**src/rtl/dsp_alu_pkg.sv**
```systemverilog
// Package: shared operation codes and the status flag record for the
// guarded DSP arithmetic unit. Assumes a 2-bit opcode field.
package dsp_alu_pkg;

    typedef enum logic [1:0] {
        ALU_ADD = 2'b00,
        ALU_SUB = 2'b01,
        ALU_NEG = 2'b10,
        ALU_ABS = 2'b11
    } alu_op_e;

    typedef enum logic [0:0] {
        DC_CARRY_BORROW = 1'b0
    } dc_meaning_e;

    typedef struct packed {
        logic dc;
        logic n;
        logic z;
        logic v;
        logic gt;
    } dsp_flags_t;

    localparam int unsigned FLAG_CNT = 5;

endpackage

```
**src/rtl/dsp_alu_core.sv**
```systemverilog
// Module: dsp_alu_core
// Purely combinational arithmetic for 40-bit guarded operands. Produces
// the modulo-2^DATA_W result, the carry/borrow seen at the boundary between
// the main part and the guard bits, and signed overflow of the full width.
// Assumes MAIN_W >= 2 and GUARD_W >= 1.
module dsp_alu_core
    import dsp_alu_pkg::*;
#(
    parameter int unsigned MAIN_W  = 32,
    parameter int unsigned GUARD_W = 8,
    localparam int unsigned DATA_W = MAIN_W + GUARD_W
) (
    input  alu_op_e             op,
    input  logic [DATA_W-1:0]   a,
    input  logic [DATA_W-1:0]   b,
    output logic [DATA_W-1:0]   result,
    output logic                bnd_carry,
    output logic                ovf
);

    localparam logic [DATA_W-1:0] MOST_NEG = {1'b1, {(DATA_W-1){1'b0}}};

    logic [MAIN_W-1:0] a_main;
    logic [MAIN_W-1:0] b_main;
    logic [DATA_W-1:0] a_inv_inc;
    logic              a_main_zero;
    logic              a_neg;

    // Split operands and precompute the inverted-plus-one form.
    always_comb begin
        a_main      = a[MAIN_W-1:0];
        b_main      = b[MAIN_W-1:0];
        a_inv_inc   = ~a + {{(DATA_W-1){1'b0}}, 1'b1};
        a_main_zero = (a_main == '0);
        a_neg       = a[DATA_W-1];
    end

    // Select the result, boundary carry and overflow for each operation.
    always_comb begin
        result    = '0;
        bnd_carry = 1'b0;
        ovf       = 1'b0;
        unique case (op)
            ALU_ADD: begin
                result    = a + b;
                bnd_carry = (result[MAIN_W-1:0] < a_main);
                ovf       = (a[DATA_W-1] == b[DATA_W-1]) &&
                            (result[DATA_W-1] != a[DATA_W-1]);
            end
            ALU_SUB: begin
                result    = a - b;
                bnd_carry = (a_main < b_main);
                ovf       = (a[DATA_W-1] != b[DATA_W-1]) &&
                            (result[DATA_W-1] != a[DATA_W-1]);
            end
            ALU_NEG: begin
                result    = a_inv_inc;
                bnd_carry = a_main_zero;
                ovf       = (a == MOST_NEG);
            end
            ALU_ABS: begin
                if (a_neg) begin
                    result    = a_inv_inc;
                    bnd_carry = a_main_zero;
                    ovf       = (a == MOST_NEG);
                end else begin
                    result    = a;
                    bnd_carry = 1'b0;
                    ovf       = 1'b0;
                end
            end
            default: begin
                result    = '0;
                bnd_carry = 1'b0;
                ovf       = 1'b0;
            end
        endcase
    end

    // An absolute value never comes out negative unless it overflowed.
    always_comb begin
        if (op == ALU_ABS && !ovf) begin
            AST_ABS_NONNEG: assert (!result[DATA_W-1]);
        end
    end

endmodule

```
**src/rtl/dsp_flag_eval.sv**
```systemverilog
// Module: dsp_flag_eval
// Combinational flag generation from a finished result. The DC meaning is
// chosen per mode code through a generated decode table; every code of
// this block maps to carry/borrow meaning. Assumes MODE_W <= 4.
module dsp_flag_eval
    import dsp_alu_pkg::*;
#(
    parameter int unsigned DATA_W = 40,
    parameter int unsigned MODE_W = 3,
    localparam int unsigned MODE_CNT = 1 << MODE_W
) (
    input  logic [DATA_W-1:0]   result,
    input  logic                bnd_carry,
    input  logic                ovf,
    input  logic [MODE_W-1:0]   mode,
    output dsp_flags_t          flags
);

    dc_meaning_e mode_table [MODE_CNT];
    dc_meaning_e meaning;

    // Build one decode entry per mode code; all select carry/borrow.
    for (genvar m = 0; m < MODE_CNT; m++) begin : g_mode
        assign mode_table[m] = DC_CARRY_BORROW;
    end

    // Look up the meaning of DC for the presented mode code.
    always_comb begin
        meaning = mode_table[mode];
    end

    // Derive each flag from the result and the side information.
    always_comb begin
        flags.n  = result[DATA_W-1];
        flags.z  = (result == '0);
        flags.v  = ovf;
        flags.gt = !result[DATA_W-1] && (result != '0);
        unique case (meaning)
            DC_CARRY_BORROW: flags.dc = bnd_carry;
            default:         flags.dc = bnd_carry;
        endcase
    end

endmodule

```
**src/rtl/dsp_status_reg.sv**
```systemverilog
// Module: dsp_status_reg
// Holds the five status flags. Loads new flags only when told to, holds
// otherwise, and clears on synchronous active-low reset.
module dsp_status_reg
    import dsp_alu_pkg::*;
(
    input  logic        clk,
    input  logic        rst_n,
    input  logic        load,
    input  dsp_flags_t  flags_d,
    output dsp_flags_t  flags_q
);

    logic past_ok;

    // Flag storage with a load enable.
    always_ff @(posedge clk) begin
        if (!rst_n) begin
            flags_q <= '0;
        end else if (load) begin
            flags_q <= flags_d;
        end
    end

    // Marks that at least one cycle has passed since reset ended.
    always_ff @(posedge clk) begin
        if (!rst_n) begin
            past_ok <= 1'b0;
        end else begin
            past_ok <= 1'b1;
        end
    end

    AST_HOLD_WITHOUT_LOAD: assert property (@(posedge clk) disable iff (!rst_n)
        past_ok && !$past(load) |-> $stable(flags_q));

    AST_GT_EXCLUSIVE: assert property (@(posedge clk) disable iff (!rst_n)
        flags_q.gt |-> !flags_q.n && !flags_q.z);

endmodule

```
**src/rtl/dsp_flag_alu.sv**
```systemverilog
// Module: dsp_flag_alu (top)
// Guarded 40-bit DSP arithmetic unit. Registers the result with a one-cycle
// write strobe and keeps a status register whose update depends on whether
// the operation is conditional. Assumes inputs are stable around the edge.
module dsp_flag_alu
    import dsp_alu_pkg::*;
#(
    parameter int unsigned MAIN_W  = 32,
    parameter int unsigned GUARD_W = 8,
    parameter int unsigned MODE_W  = 3,
    localparam int unsigned DATA_W = MAIN_W + GUARD_W
) (
    input  logic                clk,
    input  logic                rst_n,
    input  logic                op_valid,
    input  logic [1:0]          opcode,
    input  logic [DATA_W-1:0]   opa,
    input  logic [DATA_W-1:0]   opb,
    input  logic                cond_op,
    input  logic                cond_true,
    input  logic [MODE_W-1:0]   dc_mode,
    output logic [DATA_W-1:0]   res,
    output logic                res_we,
    output logic                flag_dc,
    output logic                flag_n,
    output logic                flag_z,
    output logic                flag_v,
    output logic                flag_gt
);

    alu_op_e           op_sel;
    logic [DATA_W-1:0] core_res;
    logic              core_carry;
    logic              core_ovf;
    dsp_flags_t        next_flags;
    dsp_flags_t        cur_flags;
    logic              do_write;
    logic              do_flags;
    logic              past_ok;

    // Decode the opcode and the write/flag qualifiers.
    always_comb begin
        op_sel   = alu_op_e'(opcode);
        do_write = op_valid && (!cond_op || cond_true);
        do_flags = op_valid && !cond_op;
    end

    dsp_alu_core #(
        .MAIN_W  (MAIN_W),
        .GUARD_W (GUARD_W)
    ) core_i (
        .op        (op_sel),
        .a         (opa),
        .b         (opb),
        .result    (core_res),
        .bnd_carry (core_carry),
        .ovf       (core_ovf)
    );

    dsp_flag_eval #(
        .DATA_W (DATA_W),
        .MODE_W (MODE_W)
    ) eval_i (
        .result    (core_res),
        .bnd_carry (core_carry),
        .ovf       (core_ovf),
        .mode      (dc_mode),
        .flags     (next_flags)
    );

    dsp_status_reg status_i (
        .clk     (clk),
        .rst_n   (rst_n),
        .load    (do_flags),
        .flags_d (next_flags),
        .flags_q (cur_flags)
    );

    // Result register; loads only on a permitted write.
    always_ff @(posedge clk) begin
        if (!rst_n) begin
            res <= '0;
        end else if (do_write) begin
            res <= core_res;
        end
    end

    // Write strobe, high for the cycle after a permitted write.
    always_ff @(posedge clk) begin
        if (!rst_n) begin
            res_we <= 1'b0;
        end else begin
            res_we <= do_write;
        end
    end

    // Marks that at least one cycle has passed since reset ended.
    always_ff @(posedge clk) begin
        if (!rst_n) begin
            past_ok <= 1'b0;
        end else begin
            past_ok <= 1'b1;
        end
    end

    // Unpack the status record onto the flag ports.
    always_comb begin
        flag_dc = cur_flags.dc;
        flag_n  = cur_flags.n;
        flag_z  = cur_flags.z;
        flag_v  = cur_flags.v;
        flag_gt = cur_flags.gt;
    end

    AST_COND_KEEPS_FLAGS: assert property (@(posedge clk) disable iff (!rst_n)
        past_ok && $past(op_valid && cond_op) |-> $stable(cur_flags));

    AST_FALSE_NO_WRITE: assert property (@(posedge clk) disable iff (!rst_n)
        past_ok && $past(op_valid && cond_op && !cond_true) |-> !res_we && $stable(res));

    AST_ZN_TRACK_RESULT: assert property (@(posedge clk) disable iff (!rst_n)
        past_ok && $past(op_valid && !cond_op) |-> (flag_z == (res == '0)) && (flag_n == res[DATA_W-1]));

    AST_SMALL_ADD_NO_DC: assert property (@(posedge clk) disable iff (!rst_n)
        past_ok && $past(op_valid && !cond_op && opcode == 2'b00 && !opa[MAIN_W-1] && !opb[MAIN_W-1]) |-> !flag_dc);

    AST_WE_FROM_VALID: assert property (@(posedge clk) disable iff (!rst_n)
        res_we |-> past_ok && $past(op_valid));

endmodule

```
**config.mk**
```make
export PLATFORM = sky130hd
export DESIGN_NAME = dsp_flag_alu
export DESIGN_NICKNAME = d
export VERILOG_FILES = /design/src/rtl/dsp_alu_pkg.sv /design/src/rtl/dsp_alu_core.sv /design/src/rtl/dsp_flag_eval.sv /design/src/rtl/dsp_status_reg.sv /design/src/rtl/dsp_flag_alu.sv
export SDC_FILE = /design/constraint.sdc
export NUM_CORES = 1
export LEC_CHECK = 0
export ABC_AREA = 1
export BUFFER_PORTS_ARGS = -buffer_cell sky130_fd_sc_hd__buf_2
export CORE_MARGIN = 4
export CORE_UTILIZATION = 35
export DETAILED_ROUTE_END_ITERATION = 6
export GPL_TIMING_DRIVEN = 0
export PLACE_DENSITY = 0.58
export RECOVER_POWER = 100
export SLEW_MARGIN = 20
export SYNTH_ARGS = -nofsm -noshare
export SYNTH_HDL_FRONTEND = slang
export SYNTH_HIERARCHICAL = 1
export SYNTH_SLANG_ARGS = --single-unit
```
**constraint.sdc**
```tcl
create_clock -name clk -period 3 [get_ports clk]
set_input_delay 0 -clock clk [delete_from_list [all_inputs] [get_ports clk]]
set_output_delay 0 -clock clk [all_outputs]
set_load 0.1 [all_outputs]
```
-- After elaboration in Yosys (flattened, before gate mapping)
Cells that the tools add are included.
W data, S select, Z words.
- add/sub/neg operators: 3
- magnitude comparators: 2
- eq/ne operators: 8
- mux-type cells: 6
- bitwise logic cells: 1
- reductions and logical operators: 12
- operator list (cell ; count):
    $pmux W40 S4 ; 1
    $lt A32 B32 Y1 ; 2
    $add A40 B1 Y40 const B ; 1
    $add A40 B40 Y40 ; 1
    $eq A40 B40 Y1 const B ; 1
    $logic_not A40 Y1 ; 1
    $mux W40 ; 1
    $not A40 Y40 ; 1
    $reduce_bool A40 Y1 ; 1
    $sub A40 B40 Y40 ; 1
    $logic_not A32 Y1 ; 1
    $pmux W1 S4 ; 2
    $logic_and A1 B1 Y1 ; 5
    $eq A2 B2 Y1 const B ; 2
    $ne A1 B1 Y1 ; 3
    $eq A2 B1 Y1 const B ; 1
    $logic_not A1 Y1 ; 2
    $logic_not A2 Y1 ; 1
    $mux W1 ; 2
    $eq A1 B1 Y1 ; 1
    $logic_or A1 B1 Y1 ; 1
- flip-flop bits (word level): 46
- bits of input ports: 90
- logic and storage cells: 39

-- Longest topological paths before layout
- word-level depth: 6
- gate-level depth with buffers: 30

-- Modules after synthesis
The synthesis kept the hierarchy.
- by module, submodules not included (module ; times used ; cells an instance ; area each (um^2) ; seq. area each (um^2)):
    dsp_alu_core ; 1 ; 2034 ; 10044.6 ; 0.0
    dsp_flag_alu ; 1 ; 266 ; 1775.5 ; 820.8
    dsp_status_reg ; 1 ; 31 ; 205.2 ; 100.1
    dsp_flag_eval ; 1 ; 42 ; 177.7 ; 0.0

-- Least setup slack after synthesis
Ideal clock, no wire load.
- path kind: input to register
- start point: in opa[0]
- end point: reg status_i/flags_q[4] in the netlist's numbering
- setup time: 118 ps
- data arrival time: 2769 ps
- required time: 2882 ps
- setup slack: 113 ps
- cell stages on the path: 24
- path through: ha_1 fa_1 inv_1 o21ai_2 and2_1 nand2_1 nand3_1 nand3_1 nand4_1 and2_1 ha_1 nand4_1 inv_1 nand2_1 or3_1 nor3_1 nand2_1 nand2_1 nand3_1 buf_4 inv_1 nand2_1 nand2_1 nor2_1
- longest elaborated chain between the ends: 3
- RTL lines (what ; line ; source):
    start: declaration ; dsp_flag_alu.sv:17 ; input logic [DATA_W-1:0] opa,
    $add A40 B40 Y40 or $logic_not A32 Y1 (tied branches) ; dsp_alu_core.sv:45, dsp_alu_core.sv:34 ;
    $lt A32 B32 Y1 or $mux W1 (tied branches) ; dsp_alu_core.sv:46, dsp_alu_core.sv:62 ;
    $pmux W1 S4 * ; dsp_alu_core.sv:43 ; unique case (op)
    net core_carry ; dsp_flag_alu.sv:33 ; logic core_carry;
    end signal: assignment ; dsp_status_reg.sv:21 ; flags_q <= flags_d;
    end: declaration ; dsp_status_reg.sv:11 ; output dsp_flags_t flags_q
Mark *: on every way through the listed nets, which the timed path passes. The rest lies on a longest branch.
A chain may end at the register's enable or synchronous reset.

-- Final worst setup path
Same ends and word-level chain as after synthesis.

==> results.sh <==
export IMPL_status="finished with violations"
export IMPL_violations="negative setup slack"
export IMPL_clkTransAtPathRegs_ns=0.07
export IMPL_cts_tree="done"
export IMPL_post_synth_top_area_fraction=0.231
export IMPL_synth_compound_area_frac=0.106
export IMPL_grt_overflow_total=0
export IMPL_setup_violations=1
export IMPL_grt_pass1_vias=14800
export IMPL_drv_slew=0
export IMPL_critPathMaxStageDelay_ns=0.38
export IMPL_setup_slack_ns=-0.137
export IMPL_antenna_found_initial=0
export IMPL_ant_nets=0
export IMPL_synth_mux_area_frac=0
export IMPL_synth_xor_area_frac=0.0192
export IMPL_nNetsFinal=2753
export IMPL_pre_cts_slack_ns=-1.42
export IMPL_internal_power_mw=2.15
export IMPL_period_minus_slack_ns=3.14
export IMPL_rows=68
export IMPL_drive_gt1_frac=0.193
export IMPL_synth_area_per_cell_sq_um=5.14
export IMPL_crit_path_frequent_cell="nand2_1"
export IMPL_setup_worst_path_class="in -> reg"
export IMPL_core_sq_mm=0.0345
export IMPL_cts_buffers=5
export IMPL_htreeDepth=2
export IMPL_ys_seq_area_frac=0.0755
export IMPL_die_area_sq_mm=0.0379
export IMPL_fp_dieW_um=195
export IMPL_die_h_um=195
export IMPL_power_leakage_nw=8.00
export IMPL_totalWireLength_um=63900
export IMPL_gp_congestion=1.03
export IMPL_cap_violations=0
export IMPL_p_comb_frac=0.698
export IMPL_clock_skew_ns=0
export IMPL_yosysWarningCount=6
export IMPL_vias=15700
export IMPL_ctsRootBufferMaster="clkbuf_16"
export IMPL_endpoint_kind="register"
export IMPL_port_buffers=131
export IMPL_worstMarginPinSlew_ns=0.763
export IMPL_switchingPower_mw=2.62
export IMPL_grt_usage=0.321
export IMPL_cts_path_max_buffers=2
export IMPL_synth_area_sq_mm=0.0122
export IMPL_synth_fa_ha_area_frac=0.116
export IMPL_yosysTopAreaCell="nand2_1"
export IMPL_syn_inst=2373
export IMPL_crit_family="simple AND/OR/NAND/NOR gates"
export IMPL_hpwl_um=55300
export IMPL_async_reset_ff_frac=0
export IMPL_ys_ff_latch=46
export IMPL_crit_slowest_cell="fa_2"
export IMPL_clk_latency_ns=0.29
export IMPL_drtPass1Iterations=7
export IMPL_via_per_inst=5.23
export IMPL_yosysUniqueCellTypes=54
export IMPL_drc=0
export IMPL_startpoint_type="input pin"
export IMPL_fillers=3950
export IMPL_rsz0062_at_grt="yes"
export IMPL_p_sw_frac=0.550
export IMPL_synthFlopType="dfxtp_1"
export IMPL_grt_first_pass_wirelength_um=91400
export IMPL_boundaryPins=136
export IMPL_yosys_area_share_simple=0.516
export IMPL_p_total_mw=4.76
export IMPL_syn_nets=2575
export IMPL_cts_sinks=46
export IMPL_relSlewSlack=0.491
export IMPL_fmax_mhz=319
export IMPL_ys_top_cells_by_area="nand2_1 23%, inv_1 12%, ha_1 11%"
export IMPL_crit_chain="buf_8 > ha_4 > fa_2 > inv_4 > o21ai_4 > and2_4 > nand2_4 > nand3_4 > nand3_2 > nand4_1 > and2_1 > ha_1 > nand4_1 > inv_2 > nand2_2 > or3_4 > nor3_2 > nand2_1 > nand2_2 > nand3_2 > inv_1 > nand2_1 > nand2_1 > nor2_1"
export IMPL_synth_common_cells="751 x nand2_1, 402 x inv_1, 337 x nor2_1"
export IMPL_power_share_clock=0.156
export IMPL_power_density_mw_per_mm2=319
export IMPL_drt_iter0_drc=1300
export IMPL_min_path_type="in -> reg"
export IMPL_finalCritPeriodShare=1.05
export IMPL_initial_utilization=0.354
export IMPL_ir_drop_v=0.000439
export IMPL_p_seq_frac=0.146
export IMPL_path_max_fanout=3
export IMPL_grt_max_degree=15
export IMPL_area_delta_synth_final_pct=22.5
export IMPL_synth_most_common_cell="nand2_1"
export IMPL_diodes=0
export IMPL_synth_edf_count=0
export IMPL_synth_top_family_by_area="simple AND/OR/NAND/NOR gates"
export IMPL_crit_buf_inv=4
export IMPL_critPathRequiredTime_ns=3.20
export IMPL_wl_per_cell_um=21.3
export IMPL_hold_violations=0
export IMPL_cp_arrival_ns=3.34
==> cell usage in the layout, fill, tap and decap left out, types with 37 or more instances in the layout <==
cell type,count
nor2_2,37
a21oi_1,84
buf_4,65
ha_1,88
dfxtp_1,46
nand2_1,705
nand2_2,58
nand3_1,215
buf_2,133
nand4_1,38
nor2_1,308
o21ai_0,38
inv_1,387
==> timing repair <==
item / 4_1_cts / 5_1_grt
endpoints found under the setup margin: 3 / 3
hold buffers: 0 / 0
setup buffers: 29 / 14
gates resized for setup: 187 / 81
pin swaps: 38 / 46
==> metrics by stage <==
step | utilization | setup TNS (ns) | hold slack [ns] | std cells | instance area [sq um]
after floorplan | - | 0 | 0.120 | 2373 | 12200
after global placement | 0.390 | -2.78 | 0.318 | 2959 | 13400
after detailed placement | 0.390 | -2.76 | 0.334 | 2959 | 13400
after CTS | 0.423 | -0.0413 | 0.0139 | 2995 | 14600
after global routing | 0.434 | -0.261 | 0.0375 | 3007 | 15000
final | 0.434 | -0.137 | 0.0192 | 3007 | 15000
==> cell type report <==
class | count | area [sq um] | share of cell area
buffer | 66 | 463 | 0.0310
clock buffer | 6 | 139 | 0.00929
clock inverter | 2 | 60.1 | 0.00402
inverter | 425 | 1610 | 0.107
multi-input combinational | 1833 | 10100 | 0.678
sequential | 46 | 921 | 0.0616
tap | 455 | 569 | 0.0381
timing repair buffer | 174 | 1050 | 0.0702
==> cells by family after synthesis <==
logic type	after synthesis
compound gates	219
xor+xnor	25
buf+inv	494
simple gates	1477
flops	46
fa+ha+maj	112
==> registers in the layout, summed over array words and instances, names as in the netlist <==
register	flops
res	40
res_we	1
status_i/flags_q	5
==> power groups by stage <==
stage / registers, mW / logic [mW] / clock network (mW)
final: 0.693 / 3.33 / 0.743
after global placement: 0.705 / 2.91 / 0
after floorplan: 1.12 / 1.62 / 0
after CTS: 0.694 / 3.17 / 0.759
after detailed placement: 0.708 / 2.93 / 0
after global routing: 0.701 / 3.59 / 0.779
==> per-layer routing <==
metal | global-route usage | share of wire | wire length, um | up-vias
li1 | - | - | - | 7728
met1 | 0.424 | 0.43 | 27500 | 7302
met2 | 0.542 | 0.46 | 29200 | 598
met3 | 0.0288 | 0.067 | 4290 | 97
met4 | 0.122 | 0.046 | 2920 | 0
met5 | 0 | 0 | 0 | -
==> worst min-delay path, cell delays in order <==
cell and delay (ns):
buf_2 0.12, nand2_2 0.08, a21boi_0 0.07
==> final timing paths <==
path                       start             endpoint  slack (ns)  cells after the start
max                       opa[0]  status_i/flags_q[4]       -0.14                     24
max reg2reg              res[27]              res[27]        2.44                      2
min                    cond_true               res_we        0.02                      3
min reg2reg  status_i/flags_q[4]  status_i/flags_q[4]        0.47                      2
(Power assumes the default switching activity.)
